`src/rtl/planar_pkg.sv`:
```
// Package: shared sizes, reference layout indices and scan state type for
// the serial planar predictor. Assumes the small block is half the large one.
package planar_pkg;
    localparam int SAMP_W    = 8;
    localparam int MAX_LOG2  = 4;
    localparam int N_MAX     = 1 << MAX_LOG2;
    localparam int BUF_DEPTH = 2 * N_MAX + 3;
    localparam int ADDR_W    = $clog2(BUF_DEPTH);
    localparam int COORD_W   = MAX_LOG2;
    localparam int ACC_W     = SAMP_W + MAX_LOG2 + 1;
    localparam int OUT_W     = 12;
    localparam int TR_IDX    = 1;
    localparam int BL_IDX    = 2;
    localparam int TOP_BASE  = 3;

    typedef enum logic [1:0] {
        SC_IDLE  = 2'd0,
        SC_RUN   = 2'd1,
        SC_DRAIN = 2'd2
    } scan_state_t;
endpackage

```
`src/rtl/planar_ref_store.sv`:
```
// Reference store: DEPTH registers, written one entry per cycle, read
// combinationally through NRD independent ports. Assumes writes to an index
// at or beyond DEPTH are dropped and reads there return zero.
module planar_ref_store #(
    parameter int DEPTH = planar_pkg::BUF_DEPTH,
    parameter int AW    = planar_pkg::ADDR_W,
    parameter int DW    = planar_pkg::SAMP_W,
    parameter int NRD   = 4
) (
    input  logic          clk,
    input  logic          rst_n,
    input  logic          we,
    input  logic [AW-1:0] waddr,
    input  logic [DW-1:0] wdata,
    input  logic [AW-1:0] raddr [NRD],
    output logic [DW-1:0] rdata [NRD]
);
    logic [DW-1:0] mem [DEPTH];

    for (genvar i = 0; i < DEPTH; i++) begin : g_entry
        // Entry i: cleared in reset, loaded when addressed by a write.
        always_ff @(posedge clk) begin
            if (!rst_n)
                mem[i] <= '0;
            else if (we && (waddr == AW'(i)))
                mem[i] <= wdata;
        end
    end

    for (genvar p = 0; p < NRD; p++) begin : g_rd
        // Read port p: guarded lookup of one entry.
        always_comb begin
            if (raddr[p] < AW'(DEPTH))
                rdata[p] = mem[raddr[p]];
            else
                rdata[p] = '0;
        end
    end
endmodule

```
`src/rtl/planar_scan_ctrl.sv`:
```
// Scan controller: accepts a start while idle, latches the size, walks row
// and column in raster order, drains the last output and pulses done.
// Assumes the datapath output register adds one cycle of latency.
module planar_scan_ctrl #(
    parameter int CW    = planar_pkg::COORD_W,
    parameter int N_BIG = planar_pkg::N_MAX
) (
    input  logic          clk,
    input  logic          rst_n,
    input  logic          start,
    input  logic          size_sel,
    output logic          run,
    output logic          big,
    output logic [CW-1:0] row,
    output logic [CW-1:0] col,
    output logic          busy,
    output logic          done
);
    import planar_pkg::*;

    localparam logic [CW-1:0] LAST_BIG   = CW'(N_BIG - 1);
    localparam logic [CW-1:0] LAST_SMALL = CW'(N_BIG / 2 - 1);

    scan_state_t   state_q;
    logic          big_q;
    logic [CW-1:0] row_q, col_q;
    logic          done_q;
    logic [CW-1:0] last_idx;
    logic          at_end;

    // Highest coordinate for the latched size and end-of-block detect.
    always_comb begin
        last_idx = big_q ? LAST_BIG : LAST_SMALL;
        at_end   = (row_q == last_idx) && (col_q == last_idx);
    end

    // State, size latch and raster counters.
    always_ff @(posedge clk) begin
        if (!rst_n) begin
            state_q <= SC_IDLE;
            big_q   <= 1'b0;
            row_q   <= '0;
            col_q   <= '0;
        end else begin
            case (state_q)
                SC_IDLE: begin
                    if (start) begin
                        state_q <= SC_RUN;
                        big_q   <= size_sel;
                        row_q   <= '0;
                        col_q   <= '0;
                    end
                end
                SC_RUN: begin
                    if (at_end) begin
                        state_q <= SC_DRAIN;
                    end else if (col_q == last_idx) begin
                        col_q <= '0;
                        row_q <= row_q + 1'b1;
                    end else begin
                        col_q <= col_q + 1'b1;
                    end
                end
                SC_DRAIN: state_q <= SC_IDLE;
                default:  state_q <= SC_IDLE;
            endcase
        end
    end

    // Done pulse: one cycle after the drain cycle carrying the last sample.
    always_ff @(posedge clk) begin
        if (!rst_n)
            done_q <= 1'b0;
        else
            done_q <= (state_q == SC_DRAIN);
    end

    assign run  = (state_q == SC_RUN);
    assign busy = (state_q != SC_IDLE);
    assign big  = big_q;
    assign row  = row_q;
    assign col  = col_q;
    assign done = done_q;
endmodule

```
`src/rtl/planar_weight_mac.sv`:
```
// Shared weighted-sum unit: forms the four distance-weighted products of
// one position, adds the rounding term, shifts and registers the result with
// its coordinates. Assumes the inputs are stable for the cycle in_valid is high.
module planar_weight_mac #(
    parameter int DW    = planar_pkg::SAMP_W,
    parameter int CW    = planar_pkg::COORD_W,
    parameter int AW_   = planar_pkg::ACC_W,
    parameter int OW    = planar_pkg::OUT_W,
    parameter int LOG2B = planar_pkg::MAX_LOG2
) (
    input  logic          clk,
    input  logic          rst_n,
    input  logic          in_valid,
    input  logic          big,
    input  logic [CW-1:0] row,
    input  logic [CW-1:0] col,
    input  logic [DW-1:0] left_s,
    input  logic [DW-1:0] top_s,
    input  logic [DW-1:0] tr_s,
    input  logic [DW-1:0] bl_s,
    output logic          out_valid,
    output logic [OW-1:0] out_data,
    output logic [CW-1:0] out_row,
    output logic [CW-1:0] out_col
);
    localparam int NBIG = 1 << LOG2B;

    logic [AW_-1:0] n_val;
    logic [AW_-1:0] w_left, w_tr, w_top, w_bl;
    logic [AW_-1:0] acc;
    logic [AW_-1:0] shifted;

    // Weights from position and size, then the rounded planar sum.
    always_comb begin
        n_val   = big ? AW_'(NBIG) : AW_'(NBIG / 2);
        w_left  = n_val - AW_'(1) - AW_'(col);
        w_tr    = AW_'(col) + AW_'(1);
        w_top   = n_val - AW_'(1) - AW_'(row);
        w_bl    = AW_'(row) + AW_'(1);
        acc     = w_left * AW_'(left_s) + w_tr * AW_'(tr_s)
                + w_top * AW_'(top_s) + w_bl * AW_'(bl_s) + n_val;
        shifted = big ? (acc >> (LOG2B + 1)) : (acc >> LOG2B);
    end

    // Output register: prediction, valid flag and coordinates.
    always_ff @(posedge clk) begin
        if (!rst_n) begin
            out_valid <= 1'b0;
            out_data  <= '0;
            out_row   <= '0;
            out_col   <= '0;
        end else begin
            out_valid <= in_valid;
            if (in_valid) begin
                out_data <= OW'(shifted);
                out_row  <= row;
                out_col  <= col;
            end
        end
    end
endmodule

```
`src/rtl/planar_pred_serial.sv`:
```
// Top: serial planar intra predictor. The host loads the reference store,
// pulses start, and receives one prediction per cycle in raster order.
// Assumes the store is not rewritten while a scan is running.
module planar_pred_serial #(
    parameter int DW  = planar_pkg::SAMP_W,
    parameter int AW  = planar_pkg::ADDR_W,
    parameter int CW  = planar_pkg::COORD_W,
    parameter int OW  = planar_pkg::OUT_W
) (
    input  logic          clk,
    input  logic          rst_n,
    input  logic          size_sel,
    input  logic          ref_we,
    input  logic [AW-1:0] ref_addr,
    input  logic [DW-1:0] ref_data,
    input  logic          start,
    output logic          busy,
    output logic          pred_valid,
    output logic [OW-1:0] pred_data,
    output logic [CW-1:0] pred_row,
    output logic [CW-1:0] pred_col,
    output logic          done
);
    import planar_pkg::*;

    localparam int NRD    = 4;
    localparam int P_TR   = 0;
    localparam int P_BL   = 1;
    localparam int P_TOP  = 2;
    localparam int P_LEFT = 3;

    logic          run, big;
    logic [CW-1:0] row, col;
    logic [AW-1:0] raddr [NRD];
    logic [DW-1:0] rdata [NRD];

    // Read addresses: fixed corners, top by column, left by row and size.
    always_comb begin
        raddr[P_TR]   = AW'(TR_IDX);
        raddr[P_BL]   = AW'(BL_IDX);
        raddr[P_TOP]  = AW'(TOP_BASE) + AW'(col);
        raddr[P_LEFT] = (big ? AW'(N_MAX) : AW'(N_MAX / 2)) + AW'(TOP_BASE) + AW'(row);
    end

    planar_ref_store #(
        .DEPTH(BUF_DEPTH), .AW(AW), .DW(DW), .NRD(NRD)
    ) i_store (
        .clk(clk), .rst_n(rst_n),
        .we(ref_we), .waddr(ref_addr), .wdata(ref_data),
        .raddr(raddr), .rdata(rdata)
    );

    planar_scan_ctrl #(
        .CW(CW), .N_BIG(N_MAX)
    ) i_ctrl (
        .clk(clk), .rst_n(rst_n),
        .start(start), .size_sel(size_sel),
        .run(run), .big(big), .row(row), .col(col),
        .busy(busy), .done(done)
    );

    planar_weight_mac #(
        .DW(DW), .CW(CW), .AW_(ACC_W), .OW(OW), .LOG2B(MAX_LOG2)
    ) i_mac (
        .clk(clk), .rst_n(rst_n),
        .in_valid(run), .big(big), .row(row), .col(col),
        .left_s(rdata[P_LEFT]), .top_s(rdata[P_TOP]),
        .tr_s(rdata[P_TR]), .bl_s(rdata[P_BL]),
        .out_valid(pred_valid), .out_data(pred_data),
        .out_row(pred_row), .out_col(pred_col)
    );
endmodule

```
`config.mk`:
```
export PLATFORM = sky130hd
export DESIGN_NAME = planar_pred_serial
export DESIGN_NICKNAME = d
export VERILOG_FILES = /design/src/rtl/planar_pkg.sv /design/src/rtl/planar_ref_store.sv /design/src/rtl/planar_scan_ctrl.sv /design/src/rtl/planar_weight_mac.sv /design/src/rtl/planar_pred_serial.sv
export SDC_FILE = /design/constraint.sdc
export NUM_CORES = 1
export LEC_CHECK = 0
export BUFFER_PORTS_ARGS = -buffer_cell sky130_fd_sc_hd__buf_2
export CAP_MARGIN = 5
export CORE_MARGIN = 2
export CORE_UTILIZATION = 50
export CTS_CLUSTER_DIAMETER = 50
export CTS_CLUSTER_SIZE = 12
export DETAILED_ROUTE_END_ITERATION = 8
export GPL_TIMING_DRIVEN = 1
export PLACE_DENSITY = 0.72
export SETUP_SLACK_MARGIN = 0.1
export SLEW_MARGIN = 0
export SYNTH_ARGS = -nofsm -noshare
export SYNTH_HDL_FRONTEND = slang
export SYNTH_SLANG_ARGS = --single-unit
```
`constraint.sdc`:
```
create_clock -name clk -period 12.37 [get_ports clk]
set_input_delay 1.8555 -clock clk [delete_from_list [all_inputs] [get_ports clk]]
set_output_delay 1.8555 -clock clk [all_outputs]
set_load 0.02 [all_outputs]
```
Word level (Yosys, flattened, before mapping)
Memories as Yosys holds them, arrays and structs flattened. Cells that the tools add are included. W data, S select, Z words.

Flip-flop bits (word level): 33. Latch bits: 0. Memory bits (writable): 280. Bits in read-only memories: 0. Bits of input ports: 19. Word-level logic and storage cells: 308. Memories kept: 1.

Add/sub/neg operators: 14. Multipliers: 4. Div/mod/pow operators: 0. Order comparisons: 2. Equal/unequal tests: 42. Shifts and indexed selects: 0. Mux-type cells: 157. Bitwise operators: 35. Reductions and logical operators: 44.

Memory list: i_store.mem (depth 35, width 8, read ports 4, clocked after memory_dff 0, wr ports 35, line planar_ref_store.sv:18) `logic [DW-1:0] mem [DEPTH];`.

Operator list (number): $mux W8 (37); $mux W1 (106); $eq A6 B5 Y1 const B (16); $add A13 B13 Y13 (4); $mul A13 B8 Y13 (4); $eq A6 B4 Y1 const B (8); $logic_and A1 B1 Y1 (36); $or A1 B1 Y1 (35); $sub A13 B4 Y13 (2); $eq A6 B3 Y1 const B (4); $mux W4 (6); $eq A6 B6 Y1 const B (3); $pmux W4 S2 (2); $sub A13 B1 Y13 const B (1); $eq A6 B2 Y1 const B (2); $add A4 B1 Y5 const B (2); $mux W5 (2); $mux W9 (1); $add A4 B1 Y4 const B (2); $eq A4 B4 Y1 (2); $ne A2 B2 Y1 const B (4); $add A5 B2 Y6 const B (1); $add A6 B4 Y6 (1); $eq A6 B1 Y1 const B (1); 13 further kinds (16).

Longest topological paths before layout
Depth in word-level cells: 11. Depth in mapped cells: 41. Gate-level depth less buffers: 32.

By module
A second synthesis with hierarchy kept.

Cells, all modules: 2387. Area, all modules: 28523.6 µm².

By module, submodules not included: planar_ref_store (instances 1, cells each 1514, area each 20544.7 µm², sequential area each 8408.1 µm²); planar_weight_mac (instances 1, cells each 774, area each 7165.6 µm², sequential area each 360.3 µm²); planar_scan_ctrl (instances 1, cells each 72, area each 624.3 µm², sequential area each 240.2 µm²); planar_pred_serial (instances 1, cells each 27, area each 188.9 µm², sequential area each 0.0 µm²).

Worst setup path before layout
Ideal clock, no wire load.

Kind: reg2reg. Start: register i_ctrl.col_q[0] (netlist: i_ctrl.col[0]). End: register i_mac.out_data[6]. Data arrival time: 9.973 ns. Slack: 2.266 ns. Cell stages (with the launch flop): 38. Path buffers: 10. Clock period less this slack: 10.104 ns. Cells stage by stage: dfxtp_1 buf_2 buf_1 buf_2 buf_4 buf_2 inv_1 ha_1 buf_2 buf_4 buf_2 clkbuf_1 mux4_2 mux4_2 a21oi_1 nor2_1 fa_1 inv_1 (+2 left out) fa_1 fa_1 fa_1 fa_1 inv_1 fa_1 inv_1 ha_1 clkbuf_1 nand3_1 nor4_1 nand4_1 a21oi_1 nand2b_1 a21oi_1 xnor2_1 a21oi_1 a21oi_1.

Word-level cells in the longest chain between the ends: 8. Elaborated cells between the ends (all ways): 14.

RTL lines: start: declaration (line planar_scan_ctrl.sv:26) `logic [CW-1:0] row_q, col_q;`; start signal: assignment (line planar_scan_ctrl.sv:61) `col_q <= col_q + 1'b1;`; branches (longest 4 deep; another with $sub A13 B4 Y13); $add A13 B13 Y13 (*) (3 in a row) (line planar_weight_mac.sv:41) `+ w_top * AW_'(top_s) + w_bl * AW_'(bl_s) + n_val;`; $mux W9 (*) (line planar_weight_mac.sv:42) `shifted = big ? (acc >> (LOG2B + 1)) : (acc >> LOG2B);`; end signal: assignment (line planar_weight_mac.sv:55) `out_data <= OW'(shifted);`; end: declaration (line planar_weight_mac.sv:22) `output logic [OW-1:0] out_data,`.

Mark *: on every way between the ends. A chain may end at the register's enable or synchronous reset.

Worst setup path after layout
Start: register i_ctrl.big_q (netlist: i_ctrl.big). End: register i_mac.out_data[6].

Word-level cells in the longest chain between the ends: 11. Elaborated cells between the ends (all ways): 17.

RTL lines: start: declaration (line planar_scan_ctrl.sv:25) `logic big_q;`; start signal: assignment (line planar_scan_ctrl.sv:49) `big_q <= size_sel;`; $mux W5 (line planar_weight_mac.sv:35, planar_pred_serial.sv:42); $add A5 B2 Y6 (line planar_pred_serial.sv:42) `raddr[P_LEFT] = (big ? AW'(N_MAX) : AW'(N_MAX / 2)) + AW'(TOP_BASE) + AW'(row);`; $add A6 B4 Y6 (line planar_pred_serial.sv:42); $mem_v2 Z35 W8 or $lt A6 B6 Y1 (tied branches); $mux W8 (line planar_ref_store.sv:33) `if (raddr[p] < AW'(DEPTH))`; $mul A13 B8 Y13 (line planar_weight_mac.sv:40) `acc = w_left * AW_'(left_s) + w_tr * AW_'(tr_s)`; $add A13 B13 Y13 (line planar_weight_mac.sv:40); $add A13 B13 Y13 (3 in a row) (line planar_weight_mac.sv:41); $mux W9 (*) (line planar_weight_mac.sv:42).

Mark *: on every way between the ends. The rest lies on a longest branch, timed or not.

==> run_results.csv <==
group,metric,value,unit
clock_network,cts_tree,"built",
timing,fmax,0.0947,GHz
drt,routed_wl,61400,um
clock_network,cts_setup_buffers,0,
logic_synthesis,synth-async-reset-ratio,0,%
logic_synthesis,ys_warn_count,0,
logic_synthesis,synth_top_area_cell,"edfxtp_1",
placed_design,gp_congestion,0.949,
worst_setup_path,worst_path_max_delay_cell,"dfxtp_1",
min_path,min_from,"i_mac.out_data[5]$_SDFFE_PN0P_",
layout,final_common_cell,"and2_1",
logic_synthesis,yosysSeqAreaShare,38.2,%
grt,track_usage,25.7,%
layout,diodes,0,
logic_synthesis,ys_ff_latch,310,
worst_setup_path,crit_fanout,22,
worst_setup_path,cp_common_cell,"fa_1",
flow_run,drv_cap,0,
worst_setup_path,slowest_delay,0.89,ns
worst_setup_path,critPathRequiredTime,12.83,ns
drt,drt_iter0_markers,1439,
die,coreArea,0.0466,mm^2
timing,rsz0062_at_grt,"no",
logic_synthesis,yosysTopAreaCellShare,35.7,%
timing,finalMaxSlewViolations,0,
drt,final_antenna_net_count,0,
drt,routedWlPerCell,23.6,um
clock_network,cts_buffers,34,
timing,slew_headroom,18.3,%
logic_synthesis,synth_cells,1960,
layout,multi_input_area,0.0131,mm^2
worst_setup_path,r2r-start,"i_ctrl.big$_SDFFE_PN0P_",
run_status,outcome,"finished clean",
grt,grt_max_degree,68,
layout,nFillCells,3857,
die,die_h,221,um
timing,setup_viol,0,
clock_network,clk-insertion-delay-late,0.55,ns
drt,dr_total_vias,15300,
worst_setup_path,worstPathArrival,11.02,ns
layout,post-route-util,54.8,%
layout,seqCellArea,0.00902,mm^2
clock_network,cts_resized,0,
logic_synthesis,ys_types,76,
grt,grt_pass1_vias,16000,
worst_setup_path,start_kind,"flop",
clock_network,clkTransAtPathRegs,0.06,ns
die,die_area,0.0489,mm^2
placed_design,io_buffers,38,
grt,antenna_found_initial,1,
worst_setup_path,cp-end-kind,"flop",
worst_setup_path,startpoint,"i_ctrl.big$_SDFFE_PN0P_",
drt,via_per_inst,5.86,
placed_design,hpwl,45700,um
worst_setup_path,path_class,"flop to flop",
clock_network,cts-root-buf,"clkbuf_16",
drt,firstDrtPassIters,5,
grt,grt_pass1_wl,95700,um
die,start_util,50.6,%
drt,route.detailed.drc,0,
layout,mostFrequentLayoutCells,"and2_1, edfxtp_1, inv_1",
min_path,hold_class,"flop to flop",
clock_network,clk_path_buf_depth,3,
clock_network,cts_hold_buf,0,
logic_synthesis,synthTopCellsByArea,"edfxtp_1, fa_1, mux4_2",
logic_synthesis,synth_edf_count,280,
logic_synthesis,syn_avg_cell_area,12.0,um^2
layout,area_growth,8.19,%
timing,hold_viol_final,0,
layout,drive_gt1_share,15.3,%
timing,finalSetupTns,0,ns
die,rows,79,
grt,grt_overflow_total,0,
clock_network,htree_levels,2,
clock_network,clock-sinks,310,
logic_synthesis,syn_area,0.0236,mm^2
logic_synthesis,synthFlopType,"edfxtp_1",
timing,finClkSkew,0.0240,ns
layout,finalNetCount,2263,
timing,tightest_slew,1.21,ns
timing,period_share,85.3,%
die,num_io_pins,42,
die,die_w,221,um
timing,fin_crit,10.56,ns
==> synth_stat cells (17+ instances only) <==
cell type,n
xnor2_1,36
and2_1,330
fa_1,185
ha_1,72
nor2_1,88
nand2b_1,19
mux2i_1,37
a21oi_1,25
inv_1,267
nor2b_1,29
nand2_1,107
o21ai_0,57
or2_2,17
clkbuf_1,61
dfxtp_1,30
edfxtp_1,280
mux4_2,131
==> layer usage <==
layer	track usage (%)	part of all wire, %	vias up
met4	8.25	3.3	2
met5	0	0.041	-
met3	4.57	8.0	124
li1	-	-	6680
met1	35.0	40	7804
met2	42.0	48	649
==> critical path: cells and delay by family, from the launching register on <==
family,cells,cell delay (ns)
flip-flops,1,0.89
adder cells (fa/ha/maj),9,4.51
buffers and inverters,6,1.28
XOR/XNOR,1,0.20
AND/OR/NAND/NOR,8,2.19
AO/OA/AOI/OAI,6,1.42
==> worst paths after layout <==
kind	to	slack, ns	depth (start not counted)
setup / recovery	i_mac.out_data[6]$_SDFFE_PN0P_	1.81	30
setup reg to reg	i_mac.out_data[6]$_SDFFE_PN0P_	1.81	30
hold / removal	i_mac.out_data[5]$_SDFFE_PN0P_	0.46	2
hold reg to reg	i_mac.out_data[5]$_SDFFE_PN0P_	0.46	2
==> layout make-up <==
cell class                      count  share of cell area (%)
Clock buffer                       40                    3.63
Sequential cell                   310                    35.4
Tap cell                          607                    2.98
Multi-Input combinational cell   1285                    51.4
Clock inverter                      8                   0.358
Timing Repair Buffer               84                    2.20
Inverter                          272                    4.01
==> cells by family (layout without fill, tap and decap cells) <==
kind of cell / after synthesis / count (layout) / synth area share [%]
flops: 310 / 310 / 38.2
xor+xnor: 53 / 53 / 2.21
fa+ha+maj: 258 / 258 / 19.6
compound gates: 152 / 152 / 4.22
mux: 172 / 172 / 14.3
buf+inv: 369 / 404 / 6.30
simple gates: 645 / 645 / 15.1
other cells: 1 / 5 / 0.0159
==> flip-flops by register name (all words and copies together) (netlist names) <==
name             count
i_ctrl.big           1
i_ctrl.done          1
i_ctrl.col           4
i_ctrl.row           4
i_ctrl.state_q       2
i_mac.out_col        4
i_mac.out_row        4
i_store.mem        280
i_mac.out_data       9
i_mac.out_valid      1
==> through the flow <==
stage	area [um^2]	worst slack, ns	instances	hold WS [ns]
2_1_floorplan	23600	2.27	1964	0.523
3_3_place_gp	24500	2.09	2558	0.447
3_5_place_dp	24500	2.00	2558	0.459
4_1_cts	25500	1.95	2606	0.467
5_1_grt	25500	1.20	2606	0.485
6_report	25500	1.81	2606	0.465
Power is left out: the tool's default activity adds up to more than one toggle a clock period on the data nets, which glitch-free logic cannot reach.
